--- src/rtl/mlspi_pkg.sv ---
package mlspi_pkg;
  localparam int NUM_LANES  = 4;
  localparam int NUM_WIDTHS = 3;

  typedef enum logic [1:0] {ST_IDLE, ST_LOAD, ST_SHIFT, ST_DONE} eng_state_e;

  typedef enum logic [2:0] {
    MODE_SINGLE = 3'd0,
    MODE_DUAL   = 3'd1,
    MODE_QUAD   = 3'd2
  } lane_mode_e;

  // log2 of the lane count; reserved codes fall back to one lane
  function automatic logic [1:0] width_sel(input logic [2:0] code);
    case (code)
      MODE_DUAL: return 2'd1;
      MODE_QUAD: return 2'd2;
      default:   return 2'd0;
    endcase
  endfunction
endpackage

--- src/rtl/mlspi_lanes.sv ---
module mlspi_lanes
  import mlspi_pkg::*;
#(
  parameter int DATA_W = 8
) (
  input  logic                 clk_i,
  input  logic                 rst_ni,
  input  logic                 clr_i,
  input  logic [1:0]           wsel_i,
  input  logic                 load_i,
  input  logic [DATA_W-1:0]    load_data_i,
  input  logic                 tick_i,
  input  logic                 drive_i,
  input  logic                 active_i,
  input  logic [NUM_LANES-1:0] dq_i,
  output logic [NUM_LANES-1:0] dq_o,
  output logic [NUM_LANES-1:0] dq_oe_o,
  output logic [DATA_W-1:0]    rx_data_o
);
  logic [DATA_W-1:0]    tx_sr, rx_sr;
  logic [DATA_W-1:0]    tx_nx [NUM_WIDTHS];
  logic [DATA_W-1:0]    rx_nx [NUM_WIDTHS];
  logic [NUM_LANES-1:0] out_v [NUM_WIDTHS];
  logic [NUM_LANES-1:0] msk_v [NUM_WIDTHS];

  for (genvar g = 0; g < NUM_WIDTHS; g++) begin : g_width
    localparam int W = 1 << g;
    assign tx_nx[g] = tx_sr << W;
    if (W == 1) begin : g_one
      // one-lane receive comes in on lane 1
      assign rx_nx[g] = {rx_sr[DATA_W-2:0], dq_i[1]};
    end else begin : g_multi
      assign rx_nx[g] = {rx_sr[DATA_W-W-1:0], dq_i[W-1:0]};
    end
    assign out_v[g] = NUM_LANES'(tx_sr[DATA_W-1 -: W]);
    assign msk_v[g] = NUM_LANES'((1 << W) - 1);
  end

  always_ff @(posedge clk_i or negedge rst_ni) begin
    if (!rst_ni) begin
      tx_sr <= '0;
      rx_sr <= '0;
    end else if (clr_i) begin
      tx_sr <= '0;
      rx_sr <= '0;
    end else begin
      if (load_i)      tx_sr <= load_data_i;
      else if (tick_i) tx_sr <= tx_nx[wsel_i];
      if (tick_i)      rx_sr <= rx_nx[wsel_i];
    end
  end

  assign dq_o      = drive_i  ? out_v[wsel_i] : '0;
  assign dq_oe_o   = active_i ? msk_v[wsel_i] : '0;
  assign rx_data_o = rx_sr;

  p_oe_legal_r2: assert property (@(posedge clk_i) disable iff (!rst_ni)
    dq_oe_o == 4'h0 || dq_oe_o == 4'h1 || dq_oe_o == 4'h3 || dq_oe_o == 4'hF);
  p_drive_in_oe_r2: assert property (@(posedge clk_i) disable iff (!rst_ni)
    (dq_o & ~dq_oe_o) == '0);
endmodule

--- src/rtl/mlspi_count.sv ---
module mlspi_count #(
  parameter int LEN_W  = 16,
  parameter int STEP_W = 4
) (
  input  logic              clk_i,
  input  logic              rst_ni,
  input  logic              clr_i,
  input  logic              start_i,
  input  logic [LEN_W-1:0]  len_i,
  input  logic              load_i,
  input  logic [STEP_W-1:0] steps_i,
  input  logic              tick_i,
  output logic              step_last_o,
  output logic              len_last_o
);
  logic [STEP_W-1:0] step_q;
  logic [LEN_W-1:0]  left_q;

  always_ff @(posedge clk_i or negedge rst_ni) begin
    if (!rst_ni) begin
      step_q <= '0;
      left_q <= '0;
    end else if (clr_i) begin
      step_q <= '0;
      left_q <= '0;
    end else begin
      if (start_i) left_q <= len_i;
      if (load_i) begin
        step_q <= steps_i;
      end else if (tick_i) begin
        step_q <= step_q - 1'b1;
        if (step_q == STEP_W'(1)) left_q <= left_q - 1'b1;
      end
    end
  end

  assign step_last_o = (step_q == STEP_W'(1));
  assign len_last_o  = (left_q == LEN_W'(1));

  p_no_underflow_r3: assert property (@(posedge clk_i) disable iff (!rst_ni)
    tick_i |-> (step_q != '0 && left_q != '0));
endmodule

--- src/rtl/mlspi_engine.sv ---
module mlspi_engine
  import mlspi_pkg::*;
#(
  parameter int DATA_W = 8,
  parameter int LEN_W  = 16
) (
  input  logic              clk_i,
  input  logic              rst_ni,
  input  logic              enable_i,
  input  logic              soft_rst_i,
  input  logic              keep_sel_i,
  input  logic [2:0]        mode_i,
  input  logic [LEN_W-1:0]  len_i,
  input  logic [DATA_W-1:0] tx_data_i,
  input  logic              tx_valid_i,
  output logic              tx_ready_o,
  output logic [DATA_W-1:0] rx_data_o,
  output logic              rx_valid_o,
  input  logic              shift_stb_i,
  output logic              clk_en_o,
  output logic              sel_o,
  output logic [3:0]        dq_o,
  output logic [3:0]        dq_oe_o,
  input  logic [3:0]        dq_i,
  output logic              done_o
);
  localparam int STEP_W = $clog2(DATA_W + 1);

  eng_state_e st_q, st_n;
  logic [1:0] wsel_q;
  logic       keep_q, held_q, held_n, done_q, rxv_q;
  logic       run, start, accept, tick, step_last, len_last, byte_end;

  assign run      = enable_i && !soft_rst_i;
  assign start    = run && st_q == ST_IDLE;
  assign accept   = run && st_q == ST_LOAD && tx_valid_i;
  assign tick     = run && st_q == ST_SHIFT && shift_stb_i;
  assign byte_end = tick && step_last;

  always_comb begin
    st_n   = st_q;
    held_n = held_q;
    if (soft_rst_i) begin
      st_n   = ST_IDLE;
      held_n = 1'b0;
    end else if (!enable_i) begin
      st_n = ST_IDLE;
      if (st_q == ST_LOAD || st_q == ST_SHIFT) held_n = 1'b0;
    end else begin
      case (st_q)
        ST_IDLE: begin
          if (len_i == '0) begin
            st_n   = ST_DONE;
            held_n = keep_sel_i;
          end else begin
            st_n = ST_LOAD;
          end
        end
        ST_LOAD:  if (tx_valid_i) st_n = ST_SHIFT;
        ST_SHIFT: begin
          if (byte_end) begin
            if (len_last) begin
              st_n   = ST_DONE;
              held_n = keep_q;
            end else begin
              st_n = ST_LOAD;
            end
          end
        end
        default: ;
      endcase
    end
  end

  always_ff @(posedge clk_i or negedge rst_ni) begin
    if (!rst_ni) begin
      st_q   <= ST_IDLE;
      wsel_q <= '0;
      keep_q <= 1'b0;
      held_q <= 1'b0;
      done_q <= 1'b0;
      rxv_q  <= 1'b0;
    end else begin
      st_q   <= st_n;
      held_q <= held_n;
      done_q <= (st_n == ST_DONE) && (st_q != ST_DONE);
      rxv_q  <= byte_end;
      if (start) begin
        wsel_q <= width_sel(mode_i);
        keep_q <= keep_sel_i;
      end
    end
  end

  mlspi_count #(.LEN_W(LEN_W), .STEP_W(STEP_W)) u_count (
    .clk_i       (clk_i),
    .rst_ni      (rst_ni),
    .clr_i       (soft_rst_i),
    .start_i     (start),
    .len_i       (len_i),
    .load_i      (accept),
    .steps_i     (STEP_W'(DATA_W >> wsel_q)),
    .tick_i      (tick),
    .step_last_o (step_last),
    .len_last_o  (len_last)
  );

  mlspi_lanes #(.DATA_W(DATA_W)) u_lanes (
    .clk_i       (clk_i),
    .rst_ni      (rst_ni),
    .clr_i       (soft_rst_i),
    .wsel_i      (wsel_q),
    .load_i      (accept),
    .load_data_i (tx_data_i),
    .tick_i      (tick),
    .drive_i     (st_q == ST_SHIFT),
    .active_i    (st_q == ST_LOAD || st_q == ST_SHIFT),
    .dq_i        (dq_i),
    .dq_o        (dq_o),
    .dq_oe_o     (dq_oe_o),
    .rx_data_o   (rx_data_o)
  );

  assign tx_ready_o = accept;
  assign clk_en_o   = (st_q == ST_SHIFT);
  assign sel_o      = (st_q == ST_LOAD) || (st_q == ST_SHIFT) || held_q;
  assign rx_valid_o = rxv_q;
  assign done_o     = done_q;

  p_clk_needs_sel_r5: assert property (@(posedge clk_i) disable iff (!rst_ni)
    clk_en_o |-> sel_o);
  p_pop_not_shifting_r5: assert property (@(posedge clk_i) disable iff (!rst_ni)
    tx_ready_o |-> !clk_en_o);
  p_done_pulse_r6: assert property (@(posedge clk_i) disable iff (!rst_ni)
    done_o |=> !done_o);
  p_done_with_last_byte_r6: assert property (@(posedge clk_i) disable iff (!rst_ni)
    (done_o && $past(clk_en_o)) |-> rx_valid_o);
  p_abort_stops_r8: assert property (@(posedge clk_i) disable iff (!rst_ni)
    !enable_i |=> !clk_en_o);
  p_soft_release_r9: assert property (@(posedge clk_i) disable iff (!rst_ni)
    soft_rst_i |=> !sel_o);
  p_rx_from_strobe_r11: assert property (@(posedge clk_i) disable iff (!rst_ni)
    rx_valid_o |-> $past(clk_en_o && shift_stb_i));
endmodule

--- config.mk ---
export PLATFORM = sky130hd
export DESIGN_NAME = mlspi_engine
export DESIGN_NICKNAME = d
export VERILOG_FILES = /design/src/rtl/mlspi_pkg.sv /design/src/rtl/mlspi_lanes.sv /design/src/rtl/mlspi_count.sv /design/src/rtl/mlspi_engine.sv
export SDC_FILE = /design/constraint.sdc
export NUM_CORES = 1
export LEC_CHECK = 0
export BUFFER_PORTS_ARGS = -buffer_cell sky130_fd_sc_hd__buf_2
export CAP_MARGIN = 15
export CORE_UTILIZATION = 26
export CTS_BUF_LIST = sky130_fd_sc_hd__clkbuf_8
export DETAILED_ROUTE_END_ITERATION = 7
export PLACE_DENSITY_LB_ADDON = 0.3
export SLEW_MARGIN = 40
export SYNTH_ARGS = -nofsm -noshare
export SYNTH_HDL_FRONTEND = slang
export SYNTH_SLANG_ARGS = --single-unit
--- constraint.sdc ---
create_clock -name clk_i -period 2 [get_ports clk_i]
set_input_delay 0.2 -clock clk_i [delete_from_list [all_inputs] [get_ports clk_i]]
set_output_delay 0.2 -clock clk_i [all_outputs]
set_load 0.03 [all_outputs]
* Word level (Yosys, flattened, before mapping)
Cells that the tools add are included.
Storage, ports and cells: register bits after elaboration 44, latch bits 0, RAM bits 0, memory bits (read-only) 0, output and inout port bits 21, logic and storage cells 86, memories 0
Cells by class: add/subtract/negate cells 2, multiply operators 0, divide/modulo/power cells 0, $lt $le $gt $ge 1, equal/unequal tests 12, shifts and indexed selects 1, mux-type cells 42, bitwise operators 1, reduce and logical (&&, ||, !) cells 17
Operators with widths (count):
- two-way mux 16 bit | 5
- two-way mux 8 bit | 9
- two-way mux 4 bit | 9
- binary-select mux 8 bit (select 2 bit) | 2
- binary-select mux 4 bit (select 2 bit) | 2
- equality test 16 x 1 -> 1 bit (second input constant) | 1
- zero test 16 bit | 1
- subtractor 16 x 1 -> 16 bit (second input constant) | 1
- two-way mux 2 bit | 6
- logical AND 1 bit | 8
- inequality test 4 bit (second input constant) | 2
- two-way mux 1 bit | 6
- case mux 2 bit (3 select lines) | 1
- nonzero test 3 bit | 2
- AND reduction 5 bit | 1
- equality test 2 bit (second input constant) | 2
- equality test 4 x 1 -> 1 bit (second input constant) | 1
- inequality test 4 x 1 -> 1 bit (second input constant) | 1
- inequality test 4 x 3 -> 1 bit (second input constant) | 1
- case mux 2 bit (2 select lines) | 1
- >> shifter 4 x 2 -> 4 bit (first input constant) | 1
- subtractor 4 x 1 -> 4 bit (second input constant) | 1
- equality test 3 x 1 -> 1 bit (second input constant) | 1
- equality test 3 x 2 -> 1 bit (second input constant) | 1
- 9 further kinds | 10

* Longest topological paths before layout
Gate-level depths: netlist (run 1).
depth in word-level cells 11, depth in mapped cells 11, gate-level depth less buffers 8

* Modules after synthesis
Synthesis (run 1) repeated with hierarchy kept, for this count alone.
Unflattened totals: cells, all modules 350, area, all modules 3141.8 um^2
By module, submodules not included:
- mlspi_count | instances 1, cells each 156, area each 1432.6 um^2
- mlspi_lanes | instances 1, cells each 132, area each 1129.8 um^2
- mlspi_engine | instances 1, cells each 62, area each 579.3 um^2

* Worst setup path after synthesis (run 1)
No wires, ideal clock.
path type reg2reg, start point reg st_q[0], end point reg u_count.left_q[2], data arrival time 2.226 ns, data required time 1.868 ns, setup slack -0.358 ns, stages on the path, launching flop included 12, cells stage by stage dfrtp_1 -> inv_1 -> ha_1 -> buf_2 -> and4b_1 -> clkbuf_2 -> and3_1 -> buf_2 -> nor2_1 -> buf_2 -> a222oi_1 -> nor2_1
On the way: elaborated cells on any way between the ends 13, classes of those cells eq/ne (2); mux (5); reduce/logical (6)
RTL lines:
- from (decl) | RTL line mlspi_engine.sv:29 | eng_state_e st_q, st_n;
- from (signal assigned) | RTL line mlspi_engine.sv:84 | st_q <= st_n;
- equality test 2 bit
- via clk_en_o | RTL line mlspi_engine.sv:20 | output logic clk_en_o,
- logical AND 1 bit (2 in series) | RTL line mlspi_engine.sv:37 | assign tick = run && st_q == ST_SHIFT && shift_stb_i;
- two-way mux 16 bit | RTL line mlspi_count.sv:30 | end else if (tick_i) begin
- two-way mux 16 bit | RTL line mlspi_count.sv:28 | if (load_i) begin
- two-way mux 16 bit | RTL line mlspi_count.sv:23 | end else if (clr_i) begin
- to (signal assigned) | RTL line mlspi_count.sv:27 | if (start_i) left_q <= len_i;
- to (signal assigned) | RTL line mlspi_count.sv:32 | if (step_q == STEP_W'(1)) left_q <= left_q - 1'b1;
- to (decl) | RTL line mlspi_count.sv:17 | logic [LEN_W-1:0] left_q;
The timed path passes the listed nets, and every way through them passes these cells. A chain may end at the register's enable or synchronous reset.

* Final worst setup path (run 1)
start point reg u_count.left_q[6], end point reg u_count.left_q[9]
On the way: longest elaborated chain between the ends 5
RTL lines (RTL line):
- subtractor 16 x 1 -> 16 bit | mlspi_count.sv:32
- two-way mux 16 bit | mlspi_count.sv:32
- two-way mux 16 bit | mlspi_count.sv:30
- two-way mux 16 bit | mlspi_count.sv:28
- two-way mux 16 bit | mlspi_count.sv:23
Every way passes these cells.

==> results of run 1 <==
## cells by family after synthesis
| logic type | Yosys count | synth area share [%] |
|---|---|---|
| multiplexers | 4 | 1.39 |
| flip-flops | 44 | 38.2 |
| XOR/XNOR | 3 | 0.912 |
| AO/OA/AOI/OAI | 95 | 21.8 |
| adder cells (fa/ha/maj) | 12 | 5.21 |
| buffers and inverters | 34 | 4.78 |
| AND/OR/NAND/NOR | 151 | 27.7 |
## timing repair
| item | in CTS | in global routing |
|---|---|---|
| hold buffers | 1 | 0 |
| pin swaps | 0 | 6 |
| resized for setup | 7 | 20 |
| endpoints found under the hold margin | 20 | 0 |
| setup buffers | 0 | 2 |
| endpoints found under the setup margin | 4 | 11 |
## sequential cells by signal (all words and copies together) (netlist names)
| name | cells |
|---|---|
| st_q | 2 |
| u_count.left_q | 16 |
| keep_q | 1 |
| wsel_q | 2 |
| u_lanes.rx_data_o | 8 |
| u_count.step_q | 4 |
| u_lanes.tx_sr | 8 |
| rx_valid_o | 1 |
| done_o | 1 |
| held_q | 1 |
## per-stage QoR
stage          hold WS, ps  TNS, ps  setup WS, ps  area (sq um)
5_1_grt               94.6    -35.5         -34.1          3830
2_1_floorplan        -95.6    -87.8         -47.3          2930
3_5_place_dp           221    -21.6         -20.5          3580
6_report              79.6        0           114          3830
4_1_cts               74.0        0          12.2          3730
3_3_place_gp           210    -3.33         -3.33          3580
## worst min path at each step
stage / from / end / slack [ps] / cells after the start
after floorplan: rst_ni / done_o / -100 / 0
after global placement: rst_ni / u_lanes.rx_data_o[4] / 210 / 1
after detailed placement: rst_ni / u_lanes.rx_data_o[3] / 220 / 1
after CTS: tx_data_i[0] / u_lanes.tx_sr[0] / 70 / 3
after global routing: tx_data_i[0] / u_lanes.tx_sr[0] / 90 / 3
final: tx_data_i[0] / u_lanes.tx_sr[0] / 80 / 3
## power breakdown
group / leakage, nW / switching [W] / internal (W)
registers: 0.602 / 0.0000276 / 0.000919
logic: 1.03 / 0.000258 / 0.000190
clock network: 0.0548 / 0.000347 / 0.000377
## cell usage in the layout (no fill, tap or decap), drive strengths merged, types with 3 or more instances in the layout
master	netlist	routed
nor4	11	11
nor2b	14	14
and3	6	6
o21ai	16	16
nor3	15	15
mux2i	4	4
buf	5	98
or4	3	3
o31ai	3	3
a2111oi	4	4
clkbuf	17	5
nand3b	10	10
a21oi	27	27
o211ai	8	8
ha	12	12
nor2	39	39
inv	11	12
nand2	26	26
dfrtp	44	44
nor3b	3	3
a211oi	16	16
a31oi	6	6
nand3	9	9
## per-layer routing
layer | vias up | track usage [%] | routed length, microns
met5 | - | 0 | 0
met1 | 1404 | 21.8 | 4190
met4 | 0 | 4.50 | 107
li1 | 1434 | - | -
met2 | 71 | 23.8 | 3870
met3 | 7 | 2.91 | 447
## cell usage after synthesis, types with 5 or more instances
cell type / number / share of area [%]
dfrtp_1: 44 / 38
nor2_1: 39 / 5.1
a21oi_1: 27 / 4.7
nand2_1: 26 / 3.4
a211oi_1: 16 / 4.2
clkbuf_1: 16 / 2.1
o21ai_0: 16 / 2.8
nor3_1: 15 / 2.6
nor2b_1: 14 / 3.0
ha_1: 12 / 5.2
inv_1: 11 / 1.4
nor4_1: 11 / 2.4
nand3b_1: 10 / 2.6
nand3_1: 9 / 1.6
o211ai_1: 8 / 2.1
a31oi_1: 6 / 1.3
and3_1: 5 / 1.1
## worst max-delay path, stage by stage (launching register included)
cell       delay, ps
dfrtp_1          410
or4_4            570
or3_4            390
nand2_1           70
a21oi_1           80
a2111oi_2        270
## layout make-up
type | count | area, sq um | share of cell area (%)
multi-input cells | 265 | 1770 | 46.3
flip-flops and latches | 44 | 1100 | 28.8
repair buffers | 99 | 617 | 16.1
well taps | 140 | 175 | 4.58
clock buffers | 5 | 68.8 | 1.80
clock inverters | 3 | 46.3 | 1.21
inverters | 12 | 46.3 | 1.21
==> reports/qor.txt, run 1 <==
Synthesized Nets - 393
worst reg2reg setup slack - 110 ps
RD Place Congestion - 0.829
unrepaired setup endpoints after global routing - yes
pin count of the biggest net entering global routing - 33
Worst Tran Pin Value - 550 ps
drt via density - 5.13
Worst setup endpoint - u_count.left_q[9]
WL final - 8620 microns
Pre-antenna DRT Iters - 4
Worst R2R End - u_count.left_q[9]
Setup Crit Path Kind - flip-flop to flip-flop
Max-Cap Viols - 0
post-synthesis cell area - 2880 sq um
DR iter-0 viols - 103
Slew Limit Fails - 0
die height - 107 microns
Synth Instances - 343
H-Tree Depth - 2
routed via count - 2,916
Post-synth EDFFs - 0
Detail Placement HPWL - 6420 microns
fin crit share - 94.3%
CP Capture Type - flip-flop
nets - 477
FMAX - 530 MHz
clk_skew - 4.64 ps
crit path launch type - flip-flop
Clock Tree Root - clkbuf_8
Routed WL per cell - 15.2 microns
TritonCTS clock tree - yes
antenna-violating nets left - 0
row count - 38
# IOs - 59
first-pass GRT wire length - 14,000 microns
Seq/Total Area, Yosys - 38.2%
core region area - 10,800 sq um
final count of negative-setup-slack endpoints - 0
Yosys cell types - 54
clock buffer depth - 2
minimum clock period - 1890 ps
antenna cells - 0
drc violations - 0
dpl cells - 557
gr ovfl total - 0
worst skew pair latency - 300 ps
r2r startpoint - u_count.left_q[6]
Layout Cells excl Fill - 568
GRT Total Usage - 15.4%
PortBufs - 58
Final Hold Fails - 0
Die Wd - 107 microns
crit-path max FO - 3
initial antenna violation count - 0
Core Util, Final - 35.3%
worst r2r path cells - 5
Synth Flop Type - dfrtp_1
# fillers - 1,141
status - finished clean
clock-pin slew on the worst setup and hold paths - 90 ps
Power per Cell Area - 553 nW/um^2
CP arrival - 2090 ps
HP Class - primary input to flip-flop
clk sinks - 44
Crit path required time - 2200 ps
Synth Register Bits - 44
CTS Buf Count - 5
Layout area overhead - 32.9%
Tot Pwr - 0.00212 W
vias in the first global route - 2,818
Leakage - 1.69 nW
syn_area_per_cell - 8.40 sq um
ys async rst share - 100%
worst vdd ir - 0.364 mV
die area - 11,500 sq um
Starting Density - 26.6%
Rel. slew slack - 63.4%
Synth warnings - 0
share of layout cells above drive strength 1 - 32.5%
CP Launch Point - u_count.left_q[6]
Note: power is estimated with default switching activity, not from simulation.
==> run 2, diff against run 1 <==
SYNTH_HIERARCHICAL = 1   (was unset)
==> run 2 against run 1 <==
  * The run now ends with DRC, hold timing left
  * Sequential power grew 1%
  * Utilization shrank 0.84 points
  * Flip-flop and latch count is the same
  * Largest power group unchanged
  * Power grew 2.1%
  * Routed wire length grew 2.1%
  * Area after synthesis grew 9.0%
  * Cell area grew 4.6%
  * Clock skew grew 7.3 ps
==> reports/qor.txt, run 2 <==
initial antenna violation count - 0
Crit path required time - 2190 ps
vias in the first global route - 2,841
clk_skew - 12.0 ps
post-synthesis cell area - 3140 sq um
TritonCTS clock tree - yes
crit path max-delay cell type - or4b_4
top cells by area, synth - dfrtp_1 (35%), mux2i_1 (8.0%), nor2_1 (5.4%)
Die Wd - 112 microns
count leader, synth - nor2_1
Routed WL per cell - 15.3 microns
clock buffer depth - 2
GRT Total Usage - 14.3%
HP Class - primary input to asynchronous set/reset pin
Worst R2R End - held_q
CP max stage delay - 470 ps
Layout area overhead - 27.4%
Power per Cell Area - 540 nW/um^2
most common cell after layout, fill and taps aside - buf_2
PortBufs - 58
antenna-violating nets left - 0
unrepaired setup endpoints after global routing - yes
Synth warnings - 6
Post-synth EDFFs - 0
Slew Limit Fails - 0
CP arrival - 2190 ps
most frequent cells in the layout - buf_2 (57), nor2_1 (44), dfrtp_1 (43), buf_4 (33), mux2i_1 (25)
Yosys top cell area share - 35.0%
Tot Pwr - 0.00216 W
share of layout cells above drive strength 1 - 30.6%
CP Capture Type - flip-flop
gr ovfl total - 0
Yosys cell types - 63
worst reg2reg setup slack - 7 ps
minimum clock period - 1990 ps
ys async rst share - 100%
Core Util, Final - 34.5%
die area - 12,500 sq um
worst vdd ir - 0.258 mV
Max-Cap Viols - 0
worst skew pair latency - 300 ps
clk sinks - 44
violated checks - DRC, hold timing
r2r startpoint - u_count/left_q[1]
nets - 478
Seq/Total Area, Yosys - 35.0%
Rel. slew slack - 60.0%
Clock Tree Root - clkbuf_8
H-Tree Depth - 2
row count - 39
DR iter-0 viols - 161
cts hold-fix bufs - 0
RD Place Congestion - 0.809
hold_ws - -15.6 ps
CTS Buf Count - 5
Leakage - 1.78 nW
drc violations - 7
crit path launch type - flip-flop
Synth Flop Type - dfrtp_1
die height - 112 microns
Synth Instances - 350
FMAX - 502 MHz
PnR worst setup slack - 7.31 ps
Largest register FFs - 16
Synth Register Bits - 44
clock-pin slew on the worst setup and hold paths - 100 ps
worst slack, placed - -112 ps
Final Hold Fails - 42
Synthesized Nets - 398
Setup Crit Path Kind - flip-flop to flip-flop
routed via count - 2,993
first-pass GRT wire length - 14,500 microns
Detail Placement HPWL - 6250 microns
Biggest register - u_count/left_q
pin count of the biggest net entering global routing - 45
# IOs - 59
Worst Tran Pin Value - 600 ps
Pre-antenna DRT Iters - 8
final count of negative-setup-slack endpoints - 0
crit-path max FO - 2
Post-synth top cells - nor2_1 (45), dfrtp_1 (44), mux2i_1 (25)
status - finished, violations left
syn_area_per_cell - 8.98 sq um
drt via density - 5.21
core region area - 11,600 sq um
Starting Density - 27.1%
WL final - 8800 microns
CP cell instances - inv_2, ha_4, or4b_4, nor3_4, nand4_1, a31oi_1, o22ai_1, a21o_1
fin crit share - 99.6%
worst r2r path cells - 8
area leader, netlist - dfrtp_1
antenna cells - 0
==> run 2: cell types whose count changed after synthesis, sizes merged, moves of 5 or more <==
| cell | delta |
|---|---|
| o21ai | -6 |
| nor2 | +6 |
| nor3 | -6 |
| a21oi | -15 |
| o211ai | -5 |
| mux2i | +21 |
| clkbuf | -8 |
| nand3b | -5 |
| buf | +8 |
| a31oi | +7 |
==> run 2: area by class of cell <==
type | instances | area (sq um)
Sequential cell | 44 | 1100
Multi-Input combinational cell | 271 | 1950
Fill cell | 1215 | 7610
Tap cell | 143 | 179
Clock inverter | 3 | 46.3
Clock buffer | 5 | 68.8
Timing Repair Buffer | 95 | 612
Inverter | 13 | 48.8
==> run 2: worst max path at each step <==
| stage | from | end | depth (start not counted) |
|---|---|---|---|
| after global placement | u_count/left_q[1] | done_o | 7 |
| after floorplan | st_q[0] | u_count/left_q[14] | 9 |
| after CTS | u_count/left_q[1] | held_q | 8 |
| after global routing | u_count/left_q[1] | held_q | 8 |
| after detailed placement | u_count/left_q[1] | done_o | 7 |
| final | u_count/left_q[1] | held_q | 8 |
==> run 2: repair_timing <==
item,4_1_cts,5_1_grt
buffers inserted,0,3
setup endpoints to repair,2,9
pin swaps,1,6
gates resized for setup,2,10
==> run 2: routing by layer <==
metal  global-route usage [%]  vias to the layer above  routed length [microns]
met5                        0                        -                        0
met4                     2.79                        0                       39
met3                     2.12                        4                      458
met2                     22.6                       85                     3970
met1                     20.7                     1456                     4330
li1                         -                     1448                        -
==> run 2: critical path, delay by kind of cell (launching register included) <==
family / cells / cell delay, ps
fa+ha+maj: 1 / 110
compound gates: 3 / 480
simple gates: 3 / 820
flops: 1 / 410
buf+inv: 1 / 80
==> run 2: power breakdown <==
| group | switching [W] | internal, W |
|---|---|---|
| logic | 0.000270 | 0.000212 |
| registers | 0.0000384 | 0.000919 |
| clock network | 0.000346 | 0.000377 |
==> run 2: cell families (layout without fill, tap and decap cells) <==
logic type | after synthesis | after routing | synth area share, %
AND/OR/NAND/NOR | 145 | 145 | 26.1
AO/OA/AOI/OAI | 83 | 83 | 19.2
flip-flops | 44 | 44 | 35.0
buffers and inverters | 35 | 116 | 5.30
multiplexers | 27 | 27 | 8.68
adder cells (fa/ha/maj) | 10 | 10 | 3.98
XOR/XNOR | 6 | 6 | 1.67
==> run 2: stage by stage <==
stage	instance area [sq um]	hold WS (ps)	TNS, ps	std cells
after floorplan	3180	-95.6	-14.6	350
after global placement	3820	339	-62.8	563
after detailed placement	3820	333	-215	563
after CTS	3940	3.85	0	571
after global routing	4000	36.8	-199	574
final	4000	-15.6	0	574
==> run 3, diff against run 2 <==
REMOVE_ABC_BUFFERS = 1   (was unset)
==> run 3 against run 2 <==
  * The run ends with DRC left
  * Utilization increased by 0.47 points
  * Combinational power up 2%
  * Critical path depth did not move
  * Worst hold slack better by 91 ps
  * First-iteration DRC count fell by 27%
  * Cell count is 1.6% higher
  * Flip-flop and latch count did not move
  * Register-to-register slack better by 40 ps
  * Clock-buffer cell count unchanged
  * Worst setup slack better by 37 ps
  * Power rose by 0.12%
  * Non-clock buffer count is 9 higher
  * Largest power group unchanged
==> reports/qor.txt, run 3 (synthesis gave the netlist of run 2 again) <==
status - finished, violations left
violated checks - DRC
Power per Cell Area - 534 nW/um^2
row count - 39
Die Wd - 112 microns
Leakage - 1.83 nW
clk sinks - 44
Slew Limit Fails - 0
unrepaired setup endpoints after global routing - yes
pin count of the biggest net entering global routing - 41
clock buffer depth - 2
GRT Total Usage - 14.1%
CP arrival - 2160 ps
Reg area - 1100 sq um
clk_skew - 12.3 ps
die area - 12,500 sq um
Comb power frac - 22.8%
die height - 112 microns
fin area - 4060 sq um
Rel. slew slack - 69.2%
RD Place Congestion - 0.833
initial antenna violation count - 0
worst skew pair latency - 320 ps
routed via count - 2,928
nets - 487
TritonCTS clock tree - yes
placed inst area - 3840 sq um
WL final - 8660 microns
Pre-antenna DRT Iters - 6
CP Capture Type - flip-flop
Worst R2R End - held_q
Starting Density - 27.1%
Worst setup endpoint - held_q
CP Launch Point - u_count/left_q[1]
Pint - 0.00151 W
H-Tree Depth - 2
worst reg2reg setup slack - 40 ps
core region area - 11,600 sq um
most common cell after layout, fill and taps aside - buf_2
PnR worst setup slack - 44.4 ps
final setup TNS - 0 ps
Max-Cap Viols - 0
# IOs - 59
worst r2r path cells - 8
clock-pin slew on the worst setup and hold paths - 100 ps
Switching Share - 30.3%
crit path launch type - flip-flop
gr ovfl total - 0
minimum clock period - 1960 ps
clock share of power - 33.3%
antenna-violating nets left - 0
fin crit share - 97.8%
drt via density - 5.02
Setup Crit Path Kind - flip-flop to flip-flop
worst slack, placed - -169 ps
antenna cells - 0
worst vdd ir - 0.244 mV
HP Class - primary input to flip-flop
DR iter-0 viols - 118
Layout area overhead - 29.2%
Crit path required time - 2200 ps
drc violations - 2
crit-path max FO - 2
Routed WL per cell - 14.9 microns
final count of negative-setup-slack endpoints - 0
Final Hold Fails - 0
Net Sw Power - 0.000657 W
CTS Buf Count - 5
vias in the first global route - 2,838
FMAX - 511 MHz
Detail Placement HPWL - 6350 microns
Worst Tran Pin Value - 462 ps
Core Util, Final - 34.9%
Largest register FFs - 16
Clock Tree Root - clkbuf_8
Biggest register - u_count/left_q
first-pass GRT wire length - 14,200 microns
area occupied by multi-input gates - 1950 sq um
r2r startpoint - u_count/left_q[1]
share of layout cells above drive strength 1 - 32.0%
most frequent cells in the layout - buf_2 (57), nor2_1 (45), dfrtp_1 (43), buf_4 (42), mux2i_1 (25)
PortBufs - 58
# fillers - 1,230
sequential power share - 43.9%
hold_ws - 75.1 ps
run 3: repair_timing:
item                                    in CTS  in global routing
hold buffers                                 1                  0
endpoints found under the hold margin        8                  0
pin swaps                                    4                 10
endpoints found under the setup margin       5                 14
buffers inserted                             0                  2
resized for setup                            7                 18
run 3: how the worst min path moves through the flow:
stage / cells after the start / startpoint / slack [ps] / endpoint
2_1_floorplan: 0 / rst_ni / -100 / done_o
6_report: 2 / mode_i[1] / 80 / wsel_q[0]
3_5_place_dp: 1 / rst_ni / 90 / u_count/left_q[9]
3_3_place_gp: 1 / rst_ni / 80 / u_count/left_q[9]
4_1_cts: 2 / mode_i[2] / 60 / wsel_q[0]
5_1_grt: 2 / mode_i[1] / 70 / wsel_q[0]
run 3: critical path, cell delays in order, from the launching register on:
cell and delay [ps]:
dfrtp_1 400, inv_2 70, ha_1 130, or4b_4 480, nor3_4 150, nand4_1 160
a31oi_1 190, o22ai_1 100, a21o_1 170
run 3: through the flow:
step | std cells | total power (W)
after CTS | 582 | 0.00217
final | 583 | 0.00217
after detailed placement | 573 | 0.00144
after global placement | 573 | 0.00144
after global routing | 583 | 0.00228
after floorplan | 328 | 0.00122
run 3: final cells by class:
type | instances | area share, %
multi-input cells | 271 | 48.1
flip-flops and latches | 44 | 27.2
well taps | 143 | 4.41
inverters | 13 | 1.20
clock inverters | 3 | 1.05
repair buffers | 104 | 16.4
clock buffers | 5 | 1.70
run 3: layer usage:
metal / routed length (microns) / vias up / part of all wire, % / GRT usage (%)
li1: - / 1469 / - / -
met1: 3960 / 1403 / 46 / 18.2
met2: 4310 / 49 / 50 / 24.1
met3: 292 / 7 / 3.4 / 2.07
met4: 99 / 0 / 1.1 / 4.50
met5: 0 / - / 0 / 0
run 3: power by group through the flow:
stage	logic [W]	registers, W	clock network [W]
after CTS	0.000482	0.000950	0.000742
final	0.000493	0.000951	0.000721
after floorplan	0.000232	0.000988	0
after global placement	0.000471	0.000967	0
after detailed placement	0.000476	0.000967	0
after global routing	0.000539	0.000957	0.000783
